[config.mk]
export PLATFORM = sky130hd
export DESIGN_NAME = i2c_range_addr_slave
export DESIGN_NICKNAME = d
export VERILOG_FILES = /design/src/rtl/i2c_range_addr_slave.sv
export SDC_FILE = /design/constraint.sdc
export NUM_CORES = 1
export LEC_CHECK = 0
export BUFFER_PORTS_ARGS = -buffer_cell sky130_fd_sc_hd__buf_2
export CORE_MARGIN = 2
export CORE_UTILIZATION = 54
export DETAILED_ROUTE_END_ITERATION = 10
export GPL_TIMING_DRIVEN = 0
export PLACE_DENSITY = 0.81
export SYNTH_ARGS = -nofsm -noshare
export SYNTH_HDL_FRONTEND = slang
export SYNTH_SLANG_ARGS = --single-unit
[constraint.sdc]
create_clock -name clk -period 2.7 [get_ports clk]
set_clock_uncertainty 0.05 [all_clocks]
set_input_delay 0.27 -clock clk [delete_from_list [all_inputs] [get_ports clk]]
set_output_delay 0.27 -clock clk [all_outputs]
set_load 0.02 [all_outputs]
[src/rtl/i2c_range_addr_slave.sv]
module i2c_range_addr_slave (
  input  logic       clk,
  input  logic       rst_n,
  input  logic       scl,
  input  logic       sda_in,
  output logic       sda_oe,
  input  logic [7:0] prim_addr,
  input  logic [7:0] range_addr,
  input  logic       range_en,
  input  logic       irq_en,
  input  logic       flag_clr,
  output logic       addressed,
  output logic       range_hit,
  output logic       slave_rd,
  output logic       irq_flag,
  output logic       irq
);

  typedef enum logic [2:0] {S_IDLE, S_ADDR, S_ACK, S_HOLD, S_IGNORE} state_t;

  state_t     state;
  logic       scl_q, sda_q, scl_p, sda_p;
  logic [7:0] shreg;
  logic [3:0] bitcnt;

  always_ff @(posedge clk or negedge rst_n) begin
    if (!rst_n) begin
      scl_q <= 1'b1;
      sda_q <= 1'b1;
      scl_p <= 1'b1;
      sda_p <= 1'b1;
    end else begin
      scl_q <= scl;
      sda_q <= sda_in;
      scl_p <= scl_q;
      sda_p <= sda_q;
    end
  end

  wire start_det = scl_q & scl_p & sda_p & ~sda_q;
  wire stop_det  = scl_q & scl_p & ~sda_p & sda_q;
  wire scl_rise  = scl_q & ~scl_p;
  wire scl_fall  = ~scl_q & scl_p;

  wire [6:0] rx_addr = shreg[7:1];
  wire       rx_rw   = shreg[0];
  wire [6:0] prim7   = prim_addr[7:1];
  wire [6:0] rng7    = range_addr[7:1];

  wire prim_hit = (rx_addr == prim7);
  wire win_hit  = range_en && (rx_addr != 7'd0) &&
                  ((rx_addr == rng7) || ((rx_addr > prim7) && (rx_addr <= rng7)));

  wire eval       = (state == S_ADDR) && scl_fall && (bitcnt == 4'd8);
  wire eval_match = eval && (prim_hit || win_hit);

  always_ff @(posedge clk or negedge rst_n) begin
    if (!rst_n) begin
      state     <= S_IDLE;
      shreg     <= '0;
      bitcnt    <= '0;
      sda_oe    <= 1'b0;
      addressed <= 1'b0;
      range_hit <= 1'b0;
      slave_rd  <= 1'b0;
    end else if (stop_det) begin
      state     <= S_IDLE;
      sda_oe    <= 1'b0;
      addressed <= 1'b0;
      range_hit <= 1'b0;
    end else if (start_det) begin
      state  <= S_ADDR;
      bitcnt <= '0;
      sda_oe <= 1'b0;
    end else begin
      case (state)
        S_ADDR: begin
          if (scl_rise && bitcnt < 4'd8) begin
            shreg  <= {shreg[6:0], sda_q};
            bitcnt <= bitcnt + 4'd1;
          end
          if (eval) begin
            if (prim_hit || win_hit) begin
              state     <= S_ACK;
              sda_oe    <= 1'b1;
              addressed <= 1'b1;
              range_hit <= ~prim_hit;
              slave_rd  <= rx_rw;
            end else begin
              state     <= S_IGNORE;
              addressed <= 1'b0;
              range_hit <= 1'b0;
            end
          end
        end
        S_ACK: begin
          if (scl_fall) begin
            state  <= S_HOLD;
            sda_oe <= 1'b0;
          end
        end
        default: state <= state;
      endcase
    end
  end

  always_ff @(posedge clk or negedge rst_n) begin
    if (!rst_n)          irq_flag <= 1'b0;
    else if (eval_match) irq_flag <= 1'b1;
    else if (flag_clr)   irq_flag <= 1'b0;
  end

  assign irq = irq_flag & irq_en;


  ack_only_when_addressed_chk: assert property (@(posedge clk) disable iff (!rst_n)
    sda_oe |-> addressed);


  stop_clears_status_chk: assert property (@(posedge clk) disable iff (!rst_n)
    stop_det |=> (!addressed && !range_hit));


  primary_not_range_chk: assert property (@(posedge clk) disable iff (!rst_n)
    (eval && prim_hit && !stop_det && !start_det) |=> (addressed && !range_hit));


  range_off_ignored_chk: assert property (@(posedge clk) disable iff (!rst_n)
    (eval && !range_en && !prim_hit && !stop_det && !start_det) |=> !addressed);


  zero_never_range_chk: assert property (@(posedge clk) disable iff (!rst_n)
    (eval && (rx_addr == 7'd0) && !stop_det && !start_det) |=> !range_hit);


  match_sets_flag_chk: assert property (@(posedge clk) disable iff (!rst_n)
    eval_match |=> irq_flag);


  w1c_clears_flag_chk: assert property (@(posedge clk) disable iff (!rst_n)
    (flag_clr && !eval_match) |=> !irq_flag);


  range_needs_address_chk: assert property (@(posedge clk) disable iff (!rst_n)
    range_hit |-> addressed);

endmodule

# After elaboration in Yosys (flattened, before gate mapping)
# Index checks and enable logic that the tools add are counted.
# Widths: inputs -> output; s select.
dict set report word_totals {
  register_bits 24
  input_bits 23
  wordCells 89
}
dict set report op_classes {
  eq_ne 9
  mux 27
  add_sub_neg 1
  n_lt_le_gt_ge 3
  bitwise 15
  reduce_logical 22
}
# operator n
set op_table {}
lappend op_table {{$mux 1} 17}
lappend op_table {{$mux 3} 5}
lappend op_table {{$eq 7x7->1} 2}
lappend op_table {{$mux 4} 3}
lappend op_table {{$reduce_bool 2->1} 5}
lappend op_table {{$reduce_and 3->1} 3}
lappend op_table {{$and 1x1->1} 8}
lappend op_table {{$ne 4x4->1 const B} 2}
lappend op_table {{$reduce_and 4->1} 2}
lappend op_table {{$gt 7x7->1} 1}
lappend op_table {{$le 7x7->1} 1}
lappend op_table {{$logic_and 1x1->1} 7}
lappend op_table {{$not 1->1} 7}
lappend op_table {{$reduce_bool 7->1} 1}
lappend op_table {{$pmux 3 s2} 1}
lappend op_table {{$reduce_and 5->1} 1}
lappend op_table {{$add 4x1->4 const B} 1}
lappend op_table {{$eq 4x4->1 const B} 1}
lappend op_table {{$lt 4x4->1 const B} 1}
lappend op_table {{$ne 4x3->1 const B} 1}
lappend op_table {{$reduce_bool 4->1} 1}
lappend op_table {{$eq 3x1->1 const B} 1}
lappend op_table {{$eq 3x2->1 const B} 1}
lappend op_table {{$logic_or 1x1->1} 2}
lappend op_table {{2 further kinds} 2}

# Depth between registers and ports, before layout
# Gate-level depths: netlist of the first run.
dict set report logic_depth {
  ltp_word 10
  ltp_mapped 8
  ltp_nobuf 8
}

# Least setup slack after synthesis of the first run
# Ideal clock, no wire load.
dict set report synth_path {
  path_type {reg-to-reg}
  startpoint {reg shreg[7]}
  endpoint {reg state[1]}
  setup_ns 0.124
  n_path_buf 0
  arrival_ns 1.790
  period_less_slack_ns 1.964
  required_ns 2.526
  stages_incl_launch_ff 8
  slack_ns 0.736
  path_cell_list {dfrtp_1 > ha_1 > and3_4 > a221oi_2 > o21a_1 > o21ai_2 > and3_1 > o31a_1}
}
dict set report synth_between {
  elab_chain_cells 10
}
# element line_no
set synth_rtl {}
lappend synth_rtl {{start: declaration} 23} ;# logic [7:0] shreg;
lappend synth_rtl {{start signal: assignment} 79} ;# shreg <= {shreg[6:0], sda_q};
lappend synth_rtl {{$gt 7x7->1 / $le 7x7->1 (equally long branches)} 52} ;# ((rx_addr == rng7) || ((rx_addr > prim7) && (rx_addr <= rng7)));
lappend synth_rtl {{$logic_and 1x1->1} 52}
lappend synth_rtl {{$logic_or 1x1->1} 52}
lappend synth_rtl {{$logic_and 1x1->1} 51} ;# wire win_hit = range_en && (rx_addr != 7'd0) &&
lappend synth_rtl {{$logic_or 1x1->1 *} 83} ;# if (prim_hit || win_hit) begin
lappend synth_rtl {{$mux 3 *} 83}
lappend synth_rtl {{$mux 3 *} 82} ;# if (eval) begin
lappend synth_rtl {{$pmux 3 s2 *} 76} ;# case (state)
lappend synth_rtl {{$mux 3 *} 71} ;# end else if (start_det) begin
lappend synth_rtl {{$mux 3 *} 66} ;# end else if (stop_det) begin
lappend synth_rtl {{end signal: assignment} 102} ;# default: state <= state;
lappend synth_rtl {{end: declaration} 21} ;# state_t state;
# Every way passes the cells marked *; elsewhere a longest branch is shown, timed or not. The select of a mux whose other input is x is not followed.
# A chain may end at the register's enable or synchronous reset.

# Worst setup path after layout of the first run
# Same ends and word-level chain as after synthesis.

==> results summary, run 1 <==
Once the floorplan was initialized, standard cells occupied 58.0% of the core. The tree is rooted in a sky130_fd_sc_hd__clkbuf_4. The later-pin clock latency in the skew report is 0.32 ns. In this run, post-CTS repair resized a total of 0 instances. The fraction of the mapped netlist area in compound gates is 15.2%.

Cell internal power was estimated by the tool at 514 µW. By area, the combinational part of the netlist is dominated by simple AND/OR/NAND/NOR gates. The power density normalized to cell area is 411 nW/µm². The boundary pin count came out at 29. The total number of vias came out at 1196. The top cell types in the final layout, fill and taps aside, are sky130_fd_sc_hd__buf_2, sky130_fd_sc_hd__dfrtp_1, sky130_fd_sc_hd__inv_1. Global routing finished with a remaining overflow of 0. The cell count after placement is 204.

Counting flops with an async set or reset pin after synthesis yields a share of 100%. The all-layer global routing usage is 20.4%. For the worst flop-to-flop path, the logic depth is 7. The post-synthesis cell type count is 39. The via count of the first global-routing pass is 1220. The final number of setup-violating endpoints is 0. The length of the first detailed-routing pass in iterations came out at 4.

The number of warnings printed during yosys synthesis is 0. The post-synthesis average cell area is 9.89 µm². The critical path ends at state[1].

The H-tree level count is 1. In this run the power spent charging and discharging nets is 184 µW. The layout-stage area growth over the synthesis result came out at 16.0%. The post-synthesis instance area is 1460 µm². The final max-slew violation count is 0.

Synthesis inferred 24 register bits. The area share of the largest cell type after synthesis came out at 34.2%. The residual antenna-violating net count after detailed routing came out at 0. The required time of the worst setup path is 2.88 ns.

In the final routed layout, each cell accounts on average for 13.2 µm. The first-pass GRT wire length is 5.16 mm. The register share of total power is 56.9%. The static leakage is 0.000883 µW. The type of the setup path with the least slack is flop to flop.

The worst register-to-register path ends at state[1]. After clock tree synthesis, the clock-pin slew on the worst setup and hold paths is 0.14 ns. STA classifies the critical path startpoint as a flop. The synthesized netlist cell count came out at 148.

The core footprint is 2520 µm². In this run the tightest slew margin relative to its limit is 56.8%. STA classifies the critical path endpoint as a flop. The simple-gate area share of the yosys netlist is 18.8%. Fill cells in the final layout number 202. Adding up every negative setup slack in the final design gives 0 ns. Setup repair after global routing left no endpoint under its margin.

The leading cell type in the layout, fill and taps excluded is sky130_fd_sc_hd__buf_2. The count of port buffers added during placement is 26. The portion of synthesized area spent on multiplexers is 4.62%. The clock network fraction of design power came out at 27.2%. The count of antenna diodes in the layout is 0. The detailed router's first-iteration violation count came out at 9.

The run finished with clean final reports. The DRC violation count after routing came out at 0. The floorplan step set the die width to 56.1 µm. The synthesized design spends more area on one cell type than any other, namely sky130_fd_sc_hd__dfrtp_1. The die covers 3140 µm². The synthesized netlist devotes 13.7% of its cell area to adder and majority cells. The row count is 18. The number of standard cells in the layout, taps in and fillers out came out at 211. Combinational logic is responsible for 15.9% of the overall power.

The clock net in this run drives a total of 24 sinks. The shortest period the worst path allows came out at 2.12 ns. The worst setup slack for register-to-register paths came out at 0.58 ns.

The final critical path takes up 78.6% of the cycle. The measured slew at the worst slew-check pin is 0.642 ns. The initial antenna violation count came out at 0. The maximum frequency from static timing analysis is 0.471 GHz. The post-detailed-route via-to-cell ratio is 5.67. The area share of xor/xnor cells in the synthesized design is 1.20%. Along the worst path, the maximum fanout reaches 6. The buffer levels on the longest clock path came out at 2. The total routed wirelength came out at 2.78 mm. The number of endpoints with negative hold slack in the final report came to 0. The height of the chip came out at 56.1 µm.

The proportion of synthesized chip area in sequential cells is 41.4%. The number of buffers created by CTS came out at 3. In this run the worst hold path is classified as input pin to flop. In this run the worst setup path begins at shreg[7]. The fraction of final layout cells sized beyond drive strength 1 is 27.6%. Net switching is 26.4% of the power. The synthesized net count is 187. The most instantiated flip-flop cell in the synthesis netlist is sky130_fd_sc_hd__dfrtp_1. The startpoint identified for the worst register-to-register timing path is shreg[7]. The final RePlAce weighted congestion came out at 0.834. The placed wire-length estimate after detailed placement is 2.19 mm. For the worst setup path, the data arrival time is 2.30 ns. The maximum number of pins on one net before global-route repair came out at 25. The peak ir drop on the vdd network came out at 419 µV. In the post-synthesis netlist, the biggest area contributors are sky130_fd_sc_hd__dfrtp_1, sky130_fd_sc_hd__ha_1, sky130_fd_sc_hd__dfstp_2. The number of enable flip-flop cells after synthesis came out at 0. The number of nets in the layout is 221. The max-capacitance violation count came out at 0. The clock tree from TritonCTS is done.
## cells in the mapped netlist (2+ instances only)
cell / n
sky130_fd_sc_hd__dfrtp_1: 20
sky130_fd_sc_hd__inv_1: 19
sky130_fd_sc_hd__ha_1: 16
sky130_fd_sc_hd__nand2_1: 13
sky130_fd_sc_hd__o21ai_0: 10
sky130_fd_sc_hd__nand3_1: 7
sky130_fd_sc_hd__a21oi_1: 6
sky130_fd_sc_hd__mux2_2: 6
sky130_fd_sc_hd__nand4_1: 5
sky130_fd_sc_hd__dfstp_2: 4
sky130_fd_sc_hd__nor2_1: 4
sky130_fd_sc_hd__o21a_1: 3
sky130_fd_sc_hd__a221oi_2: 2
sky130_fd_sc_hd__and3_1: 2
sky130_fd_sc_hd__and4_1: 2
sky130_fd_sc_hd__nand2b_1: 2
sky130_fd_sc_hd__nand4b_1: 2
sky130_fd_sc_hd__nor2b_1: 2
sky130_fd_sc_hd__o211ai_1: 2
sky130_fd_sc_hd__xor2_1: 2
## state kept, by name (all words and copies together), names as in the netlist
register and count:
scl_q 1, sda_oe 1, slave_rd 1, scl_p 1
sda_p 1, shreg 8, range_hit 1, state 3
bitcnt 4, irq_flag 1, sda_q 1, addressed 1
## worst min path at each step
stage                     slack (ns)  startpoint  cells after the start   endpoint
final                           0.06    flag_clr                      2   irq_flag
after global routing            0.04    flag_clr                      2   irq_flag
after CTS                       0.06    flag_clr                      2   irq_flag
after detailed placement        0.22       rst_n                      1   shreg[0]
after global placement          0.22       rst_n                      1  bitcnt[1]
after floorplan                -0.08       rst_n                      0  addressed
## per-layer routing
layer,GRT usage (%),share of wire (%)
met4,6.12,1.3
met5,0,0
met2,35.6,50
met1,24.7,45
met3,4.88,4.2
## metrics by stage
| stage | setup slack (ns) | instance area (µm²) | hold slack, ns | utilization (%) | power [µW] |
|---|---|---|---|---|---|
| global placement | 0.625 | 1630 | 0.223 | 64.7 | 505 |
| finish | 0.579 | 1700 | 0.0564 | 67.3 | 698 |
| floorplan | 0.736 | 1460 | -0.0756 | - | 468 |
| detailed placement | 0.579 | 1630 | 0.222 | 64.7 | 513 |
| global route | 0.482 | 1700 | 0.0416 | 67.3 | 746 |
| CTS | 0.570 | 1700 | 0.0579 | 67.3 | 705 |
## cells by family (layout without fill, tap and decap cells)
| group | Yosys count | after routing |
|---|---|---|
| buffers and inverters | 20 | 53 |
| AO/OA/AOI/OAI | 32 | 32 |
| multiplexers | 6 | 6 |
| flip-flops | 24 | 24 |
| AND/OR/NAND/NOR | 48 | 48 |
| adder cells (fa/ha/maj) | 16 | 16 |
| XOR/XNOR | 2 | 2 |
## critical path, stage by stage, from the launching register on
cell and delay [ns]:
sky130_fd_sc_hd__dfrtp_1 0.44, sky130_fd_sc_hd__ha_1 0.32, sky130_fd_sc_hd__and3_4 0.21, sky130_fd_sc_hd__a221oi_2 0.26, sky130_fd_sc_hd__o21a_1 0.16, sky130_fd_sc_hd__o21ai_2 0.10, sky130_fd_sc_hd__and3_1 0.21, sky130_fd_sc_hd__o31a_1 0.27
## timing repair
item | 4_1_cts | 5_1_grt
hold endpoints to repair | 22 | 0
buffers inserted | 0 | 0
hold buffers | 3 | 0
setup endpoints to repair | 0 | 0
## power groups by stage
stage / combinational (µW) / sequential (µW) / clock (µW)
6_report: 111 / 397 / 190
4_1_cts: 113 / 397 / 195
3_5_place_dp: 109 / 404 / 0
3_3_place_gp: 103 / 403 / 0
2_1_floorplan: 64.6 / 404 / 0
5_1_grt: 132 / 401 / 213
## final cells by class
type / instances / area [µm²] / area share (%)
Timing Repair Buffer: 29 / 160 / 9.43
Clock buffer: 4 / 36.3 / 2.14
Multi-Input combinational cell: 104 / 783 / 46.1
Sequential cell: 24 / 606 / 35.7
Buffer: 1 / 3.75 / 0.221
Inverter: 19 / 71.3 / 4.20
Tap cell: 30 / 37.5 / 2.21
Note: power is estimated with default switching activity, not from simulation.
==> inputs of run 2 (changes only) <==
Settings changed: ABC_AREA set to 1, CORE_UTILIZATION 54 to 49, PLACE_DENSITY 0.81 to 0.78.
Clock period 2.7 ns to 1.8 ns, I/O delays scaled along.
==> run 2 against run 1 <==
  * Setup slack worse by 0.52 ns
  * Final cell count increased by 25%
  * Synthesized area rose by 3.5%
  * Synthesized cell count is 26% higher
  * Global-route usage fell by 3.1 points
  * First-iteration DRC count grew to 6.8 times the previous value
  * Die area is 13% higher
  * Power is 120% higher
  * Critical endpoint is now slave_rd
  * Highest routed layer unchanged
==> results summary, run 2 <==
The length of the first detailed-routing pass in iterations is 4. The signal arrival time at the worst endpoint is 1.90 ns. The number of nets in the layout is 270. At the worst endpoint, the required time is 1.96 ns.

The number of cells on the worst reg-to-reg path is 13. The cell sitting at the root of the clock tree is a sky130_fd_sc_hd__clkbuf_4. The area share of the largest cell type after synthesis came out at 33.0%. TritonCTS built the clock tree. Counting both buffers and inverters, the worst setup path holds a total of 0.

The post-synthesis average cell area came out at 8.10 µm². The total congestion overflow is 0. The core region is 3000 µm². The critical path goes through ha_1 -> nand2_2 -> nor2_1 -> nor2_1 -> nand2_1 -> nor2_1 -> nand3_1 -> nand2_1 -> nand2_2 -> nand2_2 -> nand2_2 -> nand2_1 -> o21ai_1. The detail route stage leaves a number of antenna-violating nets equal to 0. The worst setup slack for register-to-register paths is 0.06 ns. In this run the critical register-to-register path is launched from shreg[6]. The layout-stage area growth over the synthesis result came out at 24.4%. shreg holds more flip-flops than any other register.

The shortest period the worst path allows came out at 1.74 ns. The later-pin clock latency in the skew report came out at 0.31 ns. The layer carrying the most global-route usage is met2. The boundary pin count came out at 29. The delay of the slowest critical-path stage came out at 0.43 ns. The summed area of non-filler cells in the final layout is 1890 µm². The height of the chip is 59.6 µm. The total routed wirelength came out at 2.80 mm. The number of buffers created by CTS came out at 3. The static leakage came out at 0.00102 µW.

The detailed router's first-iteration violation count came out at 61. The worst setup path is captured at a flop. In the global route stage, met1 resource usage came out at 21.5%. The biggest area consumer among synthesized cells is sky130_fd_sc_hd__dfrtp_1. Across the run, the number of max-cap violations was 0. The number of sinks handled by clock tree synthesis is 24. The effective utilization at floorplan is 50.5%. The met3 layer usage reported by global route is 4.59%.

The power density normalized to cell area is 807 nW/µm². The placed instances occupy a cell area of 1690 µm². The fraction of registers with async set or reset after synthesis is 100%. Of the cells placed in the final design, the portion with a size suffix greater than 1 is 32.2%. The DRC violation count after routing came out at 0. The overall die width is 59.6 µm. After synthesis, the cell types taking the most area are sky130_fd_sc_hd__dfrtp_1, sky130_fd_sc_hd__ha_1, sky130_fd_sc_hd__nand2_1. The peak ir drop on the vdd network is 471 µV.

The number of flip-flops and latches in the synthesized netlist came out at 24. Synthesis produced 187 cells. The worst flop-to-flop path endpoint is slave_rd. The startpoint type of the worst setup path is a flop. For this design, the slowest cell found on the critical path is sky130_fd_sc_hd__dfrtp_1. The number of standard cells in the layout, taps in and fillers out came out at 263. After detailed routing, the average wire length per cell comes to 10.6 µm. The register with the most flip-flops in the layout has 8 of them.

In the layout the commonest cells are sky130_fd_sc_hd__nand2_1, sky130_fd_sc_hd__inv_1, sky130_fd_sc_hd__buf_2. The synthesized net count is 226. For met2 alone, demand over resource in global routing was 30.6%.

The total number of vias came out at 1279. The floorplan step defined a die boundary enclosing 3550 µm². The type of the setup path with the least slack is flop to flop. The post-synthesis cell type count is 28. The floorplan has 20 rows. The placed wire-length estimate after detailed placement came out at 2.07 mm.

The final critical path takes up 96.7% of the cycle. The initial antenna violation count came out at 0. The peak fanout along the critical path is 4. The first global-routing pass estimated 4.69 mm of wire.

The number of enable flip-flop cells after synthesis came out at 0. The number of antenna diodes in the final layout is 0. The congestion estimate from routability-driven global placement came to 0.798. The cell count after placement came out at 246. The maximum frequency from static timing analysis is 0.575 GHz.

The final max-slew violation count is 0. Setup violations remaining at the end of the flow were counted as 0. For this run, the leading register cell type out of synthesis is sky130_fd_sc_hd__dfrtp_1. The Yosys step of the flow raised 0 warnings.

The all-layer global routing usage came out at 17.3%. The leading cell type in the layout, fill and taps excluded is sky130_fd_sc_hd__nand2_1. In the final layout, the registers with the most flip-flops are shreg x8, bitcnt x4, state x3. The maximum number of pins on one net before global-route repair came out at 25. The via count of the first global-routing pass is 1186.

Input and output buffers added on the ports amount to 26. Setup repair after global routing could not meet its margin everywhere. For the pin with the worst max-slew slack, the measured transition is 0.516 ns.

The buffer levels on the longest clock path came out at 2. The area used by multi-input combinational logic is 826 µm². The kind of cell with the highest combined delay along the critical path is simple AND/OR/NAND/NOR gates. The number of endpoints with negative hold slack in the final report came to 0. The sequential cells in the finished layout cover a total of 607 µm². The share of the Yosys chip area taken by registers is 40.0%.

Among the stages of the critical path, the cell type that occurs most often is sky130_fd_sc_hd__nand2_2. In this run the tightest slew margin relative to its limit is 65.6%. The clock slew at the register clock pins of the worst setup and hold paths is 0.12 ns. The run finished with clean final reports. The post-synthesis instance area is 1520 µm². The post-detailed-route via-to-cell ratio came out at 4.86.

The tightest hold path in the finished design has a slack of 0.311 ns. sky130_fd_sc_hd__nand2_1 is the most common cell in the netlist. Counting the fill cells in the layout gives 258. The H-tree level count came out at 1.

The path class of the tightest hold or removal check is input pin to async pin. Counting instances in the post-synthesis netlist gives the leading cell types as sky130_fd_sc_hd__nand2_1, sky130_fd_sc_hd__inv_1, sky130_fd_sc_hd__dfrtp_1.
[run 2: cell types whose count changed after synthesis, sizes merged, moves of 4 or more]
| cell | before | now |
|---|---|---|
| inv | 19 | 38 |
| nand2 | 13 | 46 |
| nor2 | 4 | 13 |
| nand3 | 7 | 14 |
| nor3 | 1 | 5 |
[run 2: layout make-up]
type                    count  area share, %
flip-flops and latches     24           32.2
multi-input cells         124           43.8
clock buffers               4           1.39
repair buffers             39           12.6
well taps                  33           2.19
inverters                  38           7.56
plain buffers               1          0.265
[run 2: repair_timing]
item                                    in CTS  in global routing
resized for setup                            7                 10
endpoints found under the setup margin       6                  9
buffers inserted                             6                  3
hold endpoints to repair                    23                  0
gates cloned                                 0                  0
hold buffers                                 4                  0
[run 2: worst max-delay path by stage]
stage / to / from / cells past startpoint
5_1_grt: state[1] / shreg[2] / 12
3_5_place_dp: slave_rd / shreg[7] / 13
6_report: slave_rd / shreg[6] / 13
4_1_cts: slave_rd / shreg[1] / 14
2_1_floorplan: slave_rd / shreg[7] / 13
3_3_place_gp: slave_rd / shreg[7] / 13
[run 2: logic make-up (layout without fill, tap and decap cells)]
family	after synthesis	count (layout)	synth area share [%]
adder cells (fa/ha/maj)	16	16	13.2
AND/OR/NAND/NOR	83	83	26.3
AO/OA/AOI/OAI	20	20	7.35
flip-flops	24	24	40.0
multiplexers	3	3	2.23
XOR/XNOR	2	2	1.16
buffers and inverters	39	82	9.74
[run 2: per-layer routing]
| layer | vias up | wire length, µm |
|---|---|---|
| met5 | - | 0 |
| met4 | 0 | 10 |
| met3 | 2 | 111 |
| met2 | 21 | 1380 |
| met1 | 575 | 1300 |
| li1 | 681 | - |
[run 2: where the power goes]
part           switching (µW)  internal [µW]  total [µW]
registers                71.7            634         706
logic                     329            251         580
clock network             150           86.6         236
total                     551            972        1520
[run 2: metrics by stage]
step	power (µW)	worst slack [ns]	setup TNS [ns]	utilization (%)
finish	1520	0.0603	0	62.8
global route	1650	-0.0931	-0.441	62.8
CTS	1520	0.0141	0	60.7
detailed placement	1240	-0.104	-0.258	56.2
global placement	1210	-0.0614	-0.134	56.2
floorplan	1100	0.139	0	-
==> inputs of run 3 (changes only) <==
Settings changed: CORE_UTILIZATION 49 to 45, PLACE_DENSITY 0.78 to 0.73, SETUP_SLACK_MARGIN set to 0.2.
==> run 3 against run 2 <==
  * Combinational power is 18% higher
  * Flip-flop and latch count stayed put
  * Final cell count is 8.4% higher
  * Non-clock buffer count is 9 higher
  * Core utilization is 1.9 points higher
  * Die area is 8.3% higher
  * Highest routed layer unchanged
==> results summary, run 3 (synthesis results as in run 2) <==
The run finished with clean final reports. Data on the critical path is required at its endpoint by 1.97 ns. The clock tree from TritonCTS is done. Grouping stages by cell kind, the critical path spends the most delay in simple AND/OR/NAND/NOR gates. The number of nets in the layout is 279.

The H-tree level count is 1. In this run the vertical extent of the chip is 62.0 µm. The net switching power is 606 µW. The smallest hold slack is 0.277 ns. Summed over all layers, the routed wires come to 3.14 mm. Net switching is 36.0% of the power. The detailed router's first-iteration violation count is 47. The delay of the slowest critical-path stage came out at 0.48 ns.

Derived from the worst setup path, the maximum achievable clock frequency is 0.578 GHz. The final number of setup-violating endpoints came out at 0. The first-pass GRT wire length came out at 4.75 mm. The buffer levels on the longest clock path came out at 2. The slowest cell on the critical path is sky130_fd_sc_hd__dfrtp_2. The met2 demand-to-capacity share in global routing is 30.5%. Of the total power, registers draw 42.7%.

Counting stages on the worst path, the most repeated cell is sky130_fd_sc_hd__nand2_1. The die outline area is 3850 µm². The clock network fraction of design power is 16.7%. The count of port buffers added during placement is 26.

The via count of the first global-routing pass is 1230. The average detailed-routed wire length per instance is 11.0 µm. The max-capacitance violation count is 0. In this run the tightest slew margin relative to its limit is 64.4%.

The clock slew at the register clock pins of the worst setup and hold paths came out at 0.12 ns. Along the worst hold path, the cell count comes to 4. The DRC violation count after routing is 0. The classification of the worst-slack hold path is input pin to flop. The share of total power in combinational logic came out at 40.5%. The number of sinks handled by clock tree synthesis is 24. The row count came out at 21. The placed wire-length estimate after detailed placement came out at 2.04 mm.

The power density normalized to cell area is 793 nW/µm². The boundary pin count is 29. The measured slew at the worst slew-check pin came out at 0.533 ns. The overall die width is 62.0 µm.

The internal power component came out at 1080 µW. The number of flip-flops in the largest register came out at 8. The final RePlAce weighted congestion came out at 0.820. The number of endpoints with negative hold slack in the final report is 0. The completed layout was analyzed and its total power is 1690 µW. The effective utilization at floorplan came out at 46.1%. The initial antenna violation count is 0.

The all-layer global routing usage came out at 16.5%. The total buffers and inverters traversed by the critical path came out at 0. The signal arrival time at the worst endpoint came out at 1.90 ns. The residual antenna-violating net count after detailed routing is 0. The worst setup path is of the flop to flop kind. The length of the first detailed-routing pass in iterations came out at 4. In the layout the commonest cells are sky130_fd_sc_hd__inv_1, sky130_fd_sc_hd__nand2_1, sky130_fd_sc_hd__buf_2. Ranked by flip-flop count, first place goes to shreg. After global routing, the most crowded layer is met2.

The signal on the critical path passes through ha_4 -> nand2_2 -> nor2_1 -> nand2_1 -> nand2_1 -> nand3_1 -> nand2_1 -> nand2_2 -> nand2_2 -> nand2_4 -> nand2_1 -> o21ai_1. The final max-slew violation count came out at 0. Setup repair after global routing could not meet its margin everywhere. Across the whole layout, storage elements account for 612 µm². 0 antenna diodes ended up in the layout. The largest registers in the layout are shreg x8, bitcnt x4, state x3. CTS placed an instance of sky130_fd_sc_hd__clkbuf_4 at the clock tree root.

The total of fill cells in the finished design is 269. For this design the static power due to leakage is 0.00111 µW. For this run, global-route usage on met3 was measured as 4.35%. The period utilization came out at 96.1%. The met1 track demand over resource in global routing is 19.7%. The shortest period the worst path allows is 1.73 ns. The total congestion overflow is 0. The core footprint is 3280 µm². The worst setup path is captured at a flop.

The depth of the critical timing path with buffers and inverters included came out at 12. The post-detailed-route via-to-cell ratio is 4.72. Summing all multi-input logic gate instances after layout gives 953 µm².

Of all nets on the critical path, the largest fanout is 5. The maximum number of pins on one net before global-route repair came out at 25. The total number of vias is 1345. The peak ir drop on the vdd network came out at 566 µV. The number of buffers created by CTS came out at 3.

Cells with a size suffix above 1 make up 42.3% of the layout. Counting cells, the worst reg-to-reg path comes to 12. Compared with the post-synthesis result, the final layout area differs by 40.2%.

The startpoint type of the worst setup path is a flop. Before CTS, the worst setup slack after placement is -0.0291 ns. The final worst slack came out at 0.0700 ns.

At the later pin of the worst-skew pair, clock insertion delay measures 0.32 ns.
run 3: cell count changes in the layout (fill, tap and decap cells not counted), moves of 2 or more:
| cell | change |
|---|---|
| sky130_fd_sc_hd__buf_4 | +8 |
| sky130_fd_sc_hd__ha_1 | -7 |
| sky130_fd_sc_hd__ha_4 | +7 |
| sky130_fd_sc_hd__dfrtp_1 | -4 |
| sky130_fd_sc_hd__dfrtp_2 | +4 |
| sky130_fd_sc_hd__nand2_1 | -2 |
| sky130_fd_sc_hd__nand2_4 | +2 |
| sky130_fd_sc_hd__nand3_1 | -2 |
| sky130_fd_sc_hd__nand3_2 | +2 |
| sky130_fd_sc_hd__o21ai_1 | -2 |
| sky130_fd_sc_hd__o21ai_2 | +2 |
run 3: power by group through the flow:
stage	logic, µW	registers, µW	clock network, µW
final	683	721	282
after global routing	780	733	315
after CTS	608	719	291
after detailed placement	526	726	0
after global placement	513	724	0
after floorplan	392	725	0
run 3: worst paths after layout:
kind                             end     start  slack (ns)
hold reg to reg                sda_p     sda_q        0.33
setup / recovery            slave_rd  shreg[6]        0.07
max in group asynchronous   shreg[4]     rst_n        1.01
min in group asynchronous   state[2]     rst_n        0.31
setup reg to reg            slave_rd  shreg[6]        0.07
hold / removal             range_hit  range_en        0.28
run 3: what timing repair did:
action | in CTS | in global routing
resized for setup | 10 | 24
hold buffers | 4 | 0
pin swaps | 2 | 3
endpoints found under the hold margin | 23 | 0
setup endpoints to repair | 14 | 16
setup buffers | 12 | 6
run 3: layer usage:
metal | vias up | part of all wire (%)
met5 | - | 0
met4 | 0 | 0.32
met3 | 2 | 4.8
met2 | 30 | 51
met1 | 614 | 44
li1 | 699 | -
run 3: through the flow:
step / TNS (ns) / cell area [µm²] / utilization [%] / instances
final: 0 / 2120 / 64.7 / 285
after global routing: -0.201 / 2120 / 64.7 / 285
after floorplan: 0 / 1530 / - / 187
after detailed placement: -0.0335 / 1720 / 52.4 / 259
after global placement: -0.0208 / 1720 / 52.4 / 259
after CTS: 0 / 1940 / 59.0 / 279
run 3: worst min-delay path, stage by stage:
cell and delay, ns:
sky130_fd_sc_hd__buf_2 0.10, sky130_fd_sc_hd__a21boi_0 0.13, sky130_fd_sc_hd__nand2_2 0.13, sky130_fd_sc_hd__o21ai_1 0.08
run 3: layout make-up:
type | count | share of cell area, %
Multi-Input combinational cell | 124 | 44.9
Clock buffer | 4 | 1.71
Timing Repair Buffer | 48 | 15.0
Inverter | 38 | 6.71
Buffer | 1 | 0.236
Sequential cell | 24 | 28.8
Tap cell | 46 | 2.71
